===== src/rtl/mpf_rx_pkg.sv =====
package mpf_rx_pkg;
   typedef enum logic [1:0] {
      RX_IDLE  = 2'd0,
      RX_START = 2'd1,
      RX_BITS  = 2'd2,
      RX_STOP  = 2'd3
   } rx_state_e;
endpackage


===== src/rtl/mpf_rx_frame.sv =====
module mpf_rx_frame
   import mpf_rx_pkg::*;
#(
   parameter int DATA_W   = 8,
   parameter int OVS      = 16,
   parameter int SYNC_STG = 2
) (
   input  logic              clk_i,
   input  logic              rst_ni,
   input  logic              tick_i,
   input  logic              rx_i,
   output logic              frm_vld_o,
   output logic [DATA_W-1:0] frm_data_o,
   output logic              frm_mpb_o,
   output logic              frm_stop_o
);
   localparam int CNT_W = $clog2(OVS);
   localparam int IDX_W = $clog2(DATA_W + 2);
   localparam int HALF  = OVS / 2;

   logic [SYNC_STG-1:0] sync_q;
   logic                rx_s, rx_d;
   rx_state_e           state_q;
   logic [CNT_W-1:0]    cnt_q;
   logic [IDX_W-1:0]    idx_q;
   logic [DATA_W:0]     shreg_q;

   // synchronizer chain, one flop per stage
   for (genvar g = 0; g < SYNC_STG; g++) begin : g_sync
      if (g == 0) begin : g_first
         always_ff @(posedge clk_i or negedge rst_ni)
            if (!rst_ni) sync_q[0] <= 1'b1;
            else         sync_q[0] <= rx_i;
      end else begin : g_next
         always_ff @(posedge clk_i or negedge rst_ni)
            if (!rst_ni) sync_q[g] <= 1'b1;
            else         sync_q[g] <= sync_q[g-1];
      end
   end

   assign rx_s = sync_q[SYNC_STG-1];

   always_ff @(posedge clk_i or negedge rst_ni) begin
      if (!rst_ni) begin
         state_q    <= RX_IDLE;
         cnt_q      <= '0;
         idx_q      <= '0;
         shreg_q    <= '0;
         rx_d       <= 1'b1;
         frm_vld_o  <= 1'b0;
         frm_stop_o <= 1'b1;
      end else begin
         frm_vld_o <= 1'b0;
         if (tick_i) begin
            rx_d <= rx_s;
            unique case (state_q)
               RX_IDLE: begin
                  if (rx_d && !rx_s) begin
                     state_q <= RX_START;
                     cnt_q   <= '0;
                  end
               end
               RX_START: begin
                  if (cnt_q == CNT_W'(HALF - 1)) begin
                     state_q <= rx_s ? RX_IDLE : RX_BITS;
                     cnt_q   <= '0;
                     idx_q   <= '0;
                  end else begin
                     cnt_q <= cnt_q + 1'b1;
                  end
               end
               RX_BITS: begin
                  if (cnt_q == CNT_W'(OVS - 1)) begin
                     cnt_q   <= '0;
                     shreg_q <= {rx_s, shreg_q[DATA_W:1]};
                     if (idx_q == IDX_W'(DATA_W)) state_q <= RX_STOP;
                     else                         idx_q   <= idx_q + 1'b1;
                  end else begin
                     cnt_q <= cnt_q + 1'b1;
                  end
               end
               RX_STOP: begin
                  if (cnt_q == CNT_W'(OVS - 1)) begin
                     cnt_q      <= '0;
                     frm_vld_o  <= 1'b1;
                     frm_stop_o <= rx_s;
                     state_q    <= RX_IDLE;
                  end else begin
                     cnt_q <= cnt_q + 1'b1;
                  end
               end
               default: state_q <= RX_IDLE;
            endcase
         end
      end
   end

   assign frm_data_o = shreg_q[DATA_W-1:0];
   assign frm_mpb_o  = shreg_q[DATA_W];
endmodule


===== src/rtl/mpf_rx_status.sv =====
module mpf_rx_status #(
   parameter int DATA_W = 8
) (
   input  logic              clk_i,
   input  logic              rst_ni,
   input  logic              frm_vld_i,
   input  logic [DATA_W-1:0] frm_data_i,
   input  logic              frm_mpb_i,
   input  logic              frm_stop_i,
   input  logic              ctrl_we_i,
   input  logic              ctrl_wait_i,
   input  logic              ctrl_rie_i,
   input  logic              rd_i,
   input  logic              clr_err_i,
   output logic              wait_o,
   output logic              rie_o,
   output logic [DATA_W-1:0] rdata_o,
   output logic              mpb_o,
   output logic              full_o,
   output logic              ferr_o,
   output logic              ovr_o,
   output logic              irq_o
);
   logic skip, take, load, overrun;

   assign skip    = wait_o && !frm_mpb_i;
   assign take    = frm_vld_i && !skip;
   assign load    = take && (!full_o || rd_i);
   assign overrun = take && full_o && !rd_i;

   always_ff @(posedge clk_i or negedge rst_ni) begin
      if (!rst_ni) begin
         wait_o  <= 1'b0;
         rie_o   <= 1'b0;
         rdata_o <= '0;
         mpb_o   <= 1'b0;
         full_o  <= 1'b0;
         ferr_o  <= 1'b0;
         ovr_o   <= 1'b0;
      end else begin
         if (ctrl_we_i) begin
            wait_o <= ctrl_wait_i;
            rie_o  <= ctrl_rie_i;
         end else if (frm_vld_i && frm_mpb_i) begin
            wait_o <= 1'b0;
         end

         if (load) begin
            rdata_o <= frm_data_i;
            mpb_o   <= frm_mpb_i;
         end

         if (take)      full_o <= 1'b1;
         else if (rd_i) full_o <= 1'b0;

         if (take && !frm_stop_i) ferr_o <= 1'b1;
         else if (clr_err_i)      ferr_o <= 1'b0;

         if (overrun)        ovr_o <= 1'b1;
         else if (clr_err_i) ovr_o <= 1'b0;
      end
   end

   assign irq_o = full_o && rie_o;
endmodule


===== src/rtl/mpf_uart_rx.sv =====
module mpf_uart_rx #(
   parameter int DATA_W   = 8,
   parameter int OVS      = 16,
   parameter int SYNC_STG = 2
) (
   input  logic              clk_i,
   input  logic              rst_ni,
   input  logic              tick_i,
   input  logic              rx_i,
   input  logic              ctrl_we_i,
   input  logic              ctrl_wait_i,
   input  logic              ctrl_rie_i,
   input  logic              rd_i,
   input  logic              clr_err_i,
   output logic              wait_o,
   output logic              rie_o,
   output logic [DATA_W-1:0] rdata_o,
   output logic              mpb_o,
   output logic              full_o,
   output logic              ferr_o,
   output logic              ovr_o,
   output logic              irq_o
);
   if (DATA_W < 5 || DATA_W > 9) begin : g_bad_width
      $error("mpf_uart_rx: DATA_W must lie in 5..9");
   end
   if (OVS < 4 || (OVS % 2) != 0) begin : g_bad_ovs
      $error("mpf_uart_rx: OVS must be even and at least 4");
   end
   if (SYNC_STG < 2) begin : g_bad_sync
      $error("mpf_uart_rx: SYNC_STG must be at least 2");
   end

   logic              frm_vld;
   logic [DATA_W-1:0] frm_data;
   logic              frm_mpb;
   logic              frm_stop;

   mpf_rx_frame #(
      .DATA_W  (DATA_W),
      .OVS     (OVS),
      .SYNC_STG(SYNC_STG)
   ) u_frame (
      .clk_i     (clk_i),
      .rst_ni    (rst_ni),
      .tick_i    (tick_i),
      .rx_i      (rx_i),
      .frm_vld_o (frm_vld),
      .frm_data_o(frm_data),
      .frm_mpb_o (frm_mpb),
      .frm_stop_o(frm_stop)
   );

   mpf_rx_status #(
      .DATA_W(DATA_W)
   ) u_status (
      .clk_i      (clk_i),
      .rst_ni     (rst_ni),
      .frm_vld_i  (frm_vld),
      .frm_data_i (frm_data),
      .frm_mpb_i  (frm_mpb),
      .frm_stop_i (frm_stop),
      .ctrl_we_i  (ctrl_we_i),
      .ctrl_wait_i(ctrl_wait_i),
      .ctrl_rie_i (ctrl_rie_i),
      .rd_i       (rd_i),
      .clr_err_i  (clr_err_i),
      .wait_o     (wait_o),
      .rie_o      (rie_o),
      .rdata_o    (rdata_o),
      .mpb_o      (mpb_o),
      .full_o     (full_o),
      .ferr_o     (ferr_o),
      .ovr_o      (ovr_o),
      .irq_o      (irq_o)
   );
endmodule


===== config.mk =====
export PLATFORM = sky130hd
export DESIGN_NAME = mpf_uart_rx
export DESIGN_NICKNAME = d
export VERILOG_FILES = /design/src/rtl/mpf_rx_pkg.sv /design/src/rtl/mpf_rx_frame.sv /design/src/rtl/mpf_rx_status.sv /design/src/rtl/mpf_uart_rx.sv
export SDC_FILE = /design/constraint.sdc
export NUM_CORES = 1
export LEC_CHECK = 0
export ABC_CLOCK_PERIOD_IN_PS = 1800
export BUFFER_PORTS_ARGS = -buffer_cell sky130_fd_sc_hd__buf_4
export CORE_MARGIN = 2
export CORE_UTILIZATION = 40
export DETAILED_ROUTE_END_ITERATION = 10
export PLACE_DENSITY = 0.6
export SLEW_MARGIN = 10
export SYNTH_ARGS = -nofsm -noshare
export SYNTH_HDL_FRONTEND = slang
export SYNTH_SLANG_ARGS = --single-unit

===== constraint.sdc =====
create_clock -name clk_i -period 1.8 [get_ports clk_i]
set_clock_uncertainty 0.1 [all_clocks]
set_input_delay 0.18 -clock clk_i [delete_from_list [all_inputs] [get_ports clk_i]]
set_output_delay 0.18 -clock clk_i [all_outputs]
set_load 0.05 [all_outputs]

After elaboration in Yosys (flattened, before gate mapping)
Cells that the tools add are included.

Bits of input ports: 9. Output and inout port bits: 15. Word-level logic and storage cells: 83. Flip-flop bits (word level): 38.

Equality and inequality tests: 12. Muxes and demuxes: 25. Add/sub/neg operators: 2. Reductions and logical operators: 28.

Operator list (number): $mux 4 (6); $mux 2 (6); $pmux 4 s3 (1); $mux 1 (10); $ne 2x1->1 const B (5); $reduce_bool 2->1 (5); $logic_and 1x1->1 (9); $add 4x1->4 const B (2); $eq 4x4->1 const B (2); $pmux 2 s4 (1); $pmux 4 s2 (1); $logic_not 1->1 (6); $reduce_and 3->1 (2); $reduce_and 6->1 (1); $reduce_and 5->1 (1); $eq 2x2->1 const B (2); $eq 4x3->1 const B (1); $eq 2x1->1 const B (1); $logic_not 2->1 (1); $ne 2x2->1 const B (1); $reduce_and 2->1 (1); $reduce_or 2->1 (1); $logic_or 1x1->1 (1).

Longest topological paths before layout
Depth in word-level cells: 7. Mapped depth: 6. Mapped depth without buffers: 5.

By module
Synthesis repeated with hierarchy kept, for this count alone.

Cell total of the unflattened synthesis: 137. Area, all modules: 1765.4 um^2.

By module, submodules not included: mpf_rx_frame (times used 1, seq. area each 605.6 um^2, area an instance 1206.2 um^2, cells an instance 98); mpf_rx_status (times used 1, seq. area each 350.3 um^2, area an instance 559.3 um^2, cells an instance 39).

Worst setup path before layout
No wires, ideal clock.

Path kind: flip-flop to flip-flop. From: register u_status.wait_o. To: register u_status.rdata_o[0]. Arrival: 1.484 ns. Clock period less this slack: 1.708 ns. Data required time: 1.575 ns. Library setup time: 0.125 ns. Buffers on the path: 0. Slack: 0.092 ns. Stages on the path, launching flop included: 4. Cells stage by stage: dfrtp_1 -> inv_1 -> o211ai_2 -> mux2_2.

Cells in the longest elaborated chain, start to end: 4.

RTL lines: start, declared (RTL line mpf_rx_status.sv:15) `output logic wait_o,`; start signal, assigned (RTL line mpf_rx_status.sv:42) `wait_o <= ctrl_wait_i;`; $logic_and 1x1->1 (RTL line mpf_rx_status.sv:26) `assign skip = wait_o && !frm_mpb_i;`; $logic_not 1->1 (RTL line mpf_rx_status.sv:27) `assign take = frm_vld_i && !skip;`; $logic_and 1x1->1 (RTL line mpf_rx_status.sv:27); $logic_and 1x1->1 (RTL line mpf_rx_status.sv:28) `assign load = take && (!full_o || rd_i);`; end signal, assigned (RTL line mpf_rx_status.sv:49) `rdata_o <= frm_data_i;`; end, declared (RTL line mpf_rx_status.sv:17) `output logic [DATA_W-1:0] rdata_o,`.

No other way between the ends. A chain may end at the register's enable or synchronous reset.

Worst setup path after layout
From: register u_frame.idx_q[1]. To: register u_frame.idx_q[2].

Cells in the longest elaborated chain, start to end: 4. Elaborated cells on any way between the ends: 7. Those cells by class: 1 x add/sub; 2 x eq/ne; 3 x mux; 1 x reduce/logical.

RTL lines: start, declared (RTL line mpf_rx_frame.sv:25) `logic [IDX_W-1:0] idx_q;`; start signal, assigned (RTL line mpf_rx_frame.sv:77) `else idx_q <= idx_q + 1'b1;`; $add 4x1->4 (RTL line mpf_rx_frame.sv:77); $mux 4 (RTL line mpf_rx_frame.sv:76) `if (idx_q == IDX_W'(DATA_W)) state_q <= RX_STOP;`; $mux 4 (RTL line mpf_rx_frame.sv:73) `if (cnt_q == CNT_W'(OVS - 1)) begin`; $pmux 4 s2 (RTL line mpf_rx_frame.sv:56) `unique case (state_q)`.

Parallel ways exist; a longest one is shown, timed or not. The select of a mux whose other input is x is not followed.

==> results.py <==
metrics = {
    "synth": {
        "yosys_most_used_dff": "dfrtp_1",
        "synth_cells": 137,
        "synth.top_cell.area_share_pct": 47.5,
        "synth_seq_cells": 38,
        "synth_nets": 149,
        "async_flop_share_pct": 100,
        "synth.distinct_cells": 49,
        "ys_top_cells_by_area": "dfrtp_1, mux2_4, mux2_2",
        "synth-edff-count": 0,
        "synth_warnings": 0,
        "synth_top_area_cell": "dfrtp_1",
        "syn_avg_cell_area_um2": 13.1,
        "syn_area_um2": 1790,
        "ys_seq_area_share_pct": 53.4,
    },
    "sta": {
        "drv_slew": 0,
        "hold_ws_ns": 0.00347,
        "tightest_slew_ns": 0.478,
        "hold_viol": 0,
        "fin_crit_ns": 1.66,
        "setup_viol": 0,
        "timing.slew.headroom_pct": 68.1,
        "setup_ws_ns": 0.139,
        "post-route-period-util_pct": 92.3,
        "fin_tns_setup_ns": 0,
        "rsz0062_at_grt": "no",
        "max_freq_ghz": 0.602,
    },
    "layout": {
        "insertedDiodeCount": 0,
        "fin_cells": 221,
        "syn2layout_area_growth_pct": 20.3,
        "post-route-cell-area_um2": 2160,
        "layout.nets": 180,
        "fill_cells": 403,
        "layout-drive-gt1-share_pct": 37.3,
        "final_util_pct": 49.9,
    },
    "clocking": {
        "cts_num_sinks": 38,
        "root_buffer": "clkbuf_8",
        "cts_tree": "yes",
        "htreeDepth": 2,
        "clk_path_buf_depth": 2,
        "cts_resized": 0,
        "cts_setup_buffers": 0,
        "postCtsHoldBufs": 4,
        "cts_made_buffers": 5,
        "clkLatencyLatePin_ns": 0.29,
        "clkTransAtPathRegs_ns": 0.07,
    },
    "grt": {
        "grt_use_total_pct": 14.4,
        "grt_pass1_wl_mm": 5.62,
        "antenna_found_initial": 0,
        "grt_max_degree": 39,
        "grt_pass1_vias": 1203,
        "gr-total-overflow": 0,
    },
    "min_path": {
        "min_from": "ctrl_wait_i",
        "hold_end": "u_status.wait_o",
        "holdPathStages": 3,
        "hp-class": "primary input to register",
    },
    "critical_path": {
        "r2r_end": "u_frame.idx_q[2]",
        "cp_data_arrival_time_ns": 1.74,
        "path_max_fanout": 6,
        "required_ns": 1.88,
        "reg2reg_slack_ns": 0.14,
        "reg2regPathDepth": 5,
        "r2r_start": "u_frame.idx_q[1]",
        "crit_path_start_kind": "register",
        "critPathCaptureType": "register",
        "crit_type": "register to register",
    },
    "routing": {
        "drt-initial-drc-count": 51,
        "wire_per_inst_um": 14.4,
        "postRouteAntennaNets": 0,
        "drc": 0,
        "first_pass_iters": 2,
        "drt_wl_total_mm": 3.19,
        "num_vias": 1156,
        "vias_per_cell": 5.23,
    },
    "placed_design": {
        "hpwlAfterDp_mm": 2.25,
        "dp_cells": 209,
        "placed_cell_area_um2": 2010,
        "gp_congestion": 0.781,
        "port_buffers": 23,
        "pre_cts_ws_ns": 0.155,
    },
    "die": {
        "core_area_um2": 4320,
        "die_y_um": 70.9,
        "rows": 24,
        "io_pins": 24,
        "dieArea_um2": 5030,
        "start_util_pct": 41.4,
        "die_x_um": 70.9,
    },
    "power": {
        "powerDensity_nw_per_um2": 1320,
        "total_power_mw": 2.85,
        "p_leak_nw": 1.05,
        "vdd.ir_drop.worst_v": 0.000819,
    },
    "job": {
        "drv_cap": 0,
    },
    "run_status": {
        "status": "completed",
    },
}
[worst max-delay path by stage]
stage                     startpoint                  end  slack [ns]  cells past startpoint
floorplan            u_status.wait_o  u_status.rdata_o[0]        0.09                      3
finish              u_frame.idx_q[1]     u_frame.idx_q[2]        0.14                      5
global placement    u_frame.idx_q[0]     u_frame.idx_q[3]        0.22                      5
CTS                 u_frame.idx_q[0]     u_frame.idx_q[2]        0.14                      5
detailed placement  u_frame.idx_q[0]     u_frame.idx_q[2]        0.16                      5
global route        u_frame.idx_q[0]     u_frame.idx_q[1]        0.04                      5
[where the power goes]
part	switching [mW]	internal (mW)
Clock	0.293	0.415
Sequential	0.204	1.04
Combinational	0.476	0.423
[cell usage in the layout (no fill, tap or decap), types with 2 or more instances in the layout]
master,n
nor4_1,2
o31ai_1,3
dlygate4sd3_1,4
nand3_1,3
mux2_4,9
nor2b_1,3
buf_4,26
o22ai_1,4
clkbuf_1,2
clkbuf_8,5
o2bb2ai_1,2
ha_1,3
dfstp_2,4
dfrtp_1,34
inv_1,8
mux2_2,10
nand2_1,6
mux2i_1,3
a211o_1,3
o21ai_0,3
[routing by layer]
layer  GRT usage [%]  part of all wire (%)  vias to the layer above
met5               0                     0                        -
met4            5.66                   1.5                        0
met3            5.70                   4.7                        5
met2            22.7                    47                       22
met1            17.9                    46                      568
li1                -                     -                      561
[state kept, by name, summed over array words and instances, names as in the netlist, named ones only]
register,cells
u_frame.cnt_q,4
u_frame.frm_stop_o,1
u_frame.frm_vld_o,1
u_frame.idx_q,4
u_frame.rx_d,1
u_frame.rx_s,1
u_frame.shreg_q,9
u_frame.state_q,1
u_frame.sync_q,1
u_status.ferr_o,1
u_status.full_o,1
u_status.mpb_o,1
u_status.ovr_o,1
u_status.rdata_o,8
u_status.rie_o,1
u_status.wait_o,1
[cells in the mapped netlist, types with 2 or more instances]
cell type / number
o22ai_1: 4
nand2_1: 6
mux2i_1: 3
dfrtp_1: 34
o31ai_1: 3
o2bb2ai_1: 2
buf_2: 4
nor4_1: 2
nor2b_1: 3
buf_6: 2
nand3_1: 3
a211o_1: 3
inv_1: 8
dfstp_2: 4
mux2_4: 9
ha_1: 3
o21ai_0: 3
mux2_2: 10
[logic make-up after synthesis]
family | after synthesis | share of synthesized area [%]
simple gates | 31 | 12.4
fa+ha+maj | 3 | 2.10
buf+inv | 14 | 4.05
compound gates | 27 | 11.5
xor+xnor | 1 | 0.489
mux | 23 | 16.1
flops | 38 | 53.4
[layout make-up]
cell class	count	area, um2	area share [%]
flip-flops and latches	38	956	44.3
well taps	52	65.1	3.02
clock inverters	1	30.0	1.39
clock buffers	7	76.3	3.54
repair buffers	30	235	10.9
multi-input cells	85	763	35.4
inverters	8	30.0	1.39
[critical path, cell delays in order (launching register included)]
cell and delay [ns]:
dfrtp_1 0.43, inv_1 0.06, ha_1 0.17, and3b_1 0.23
o22a_1 0.26, a211o_1 0.30
No activity file was read; power rests on OpenSTA's default activity.
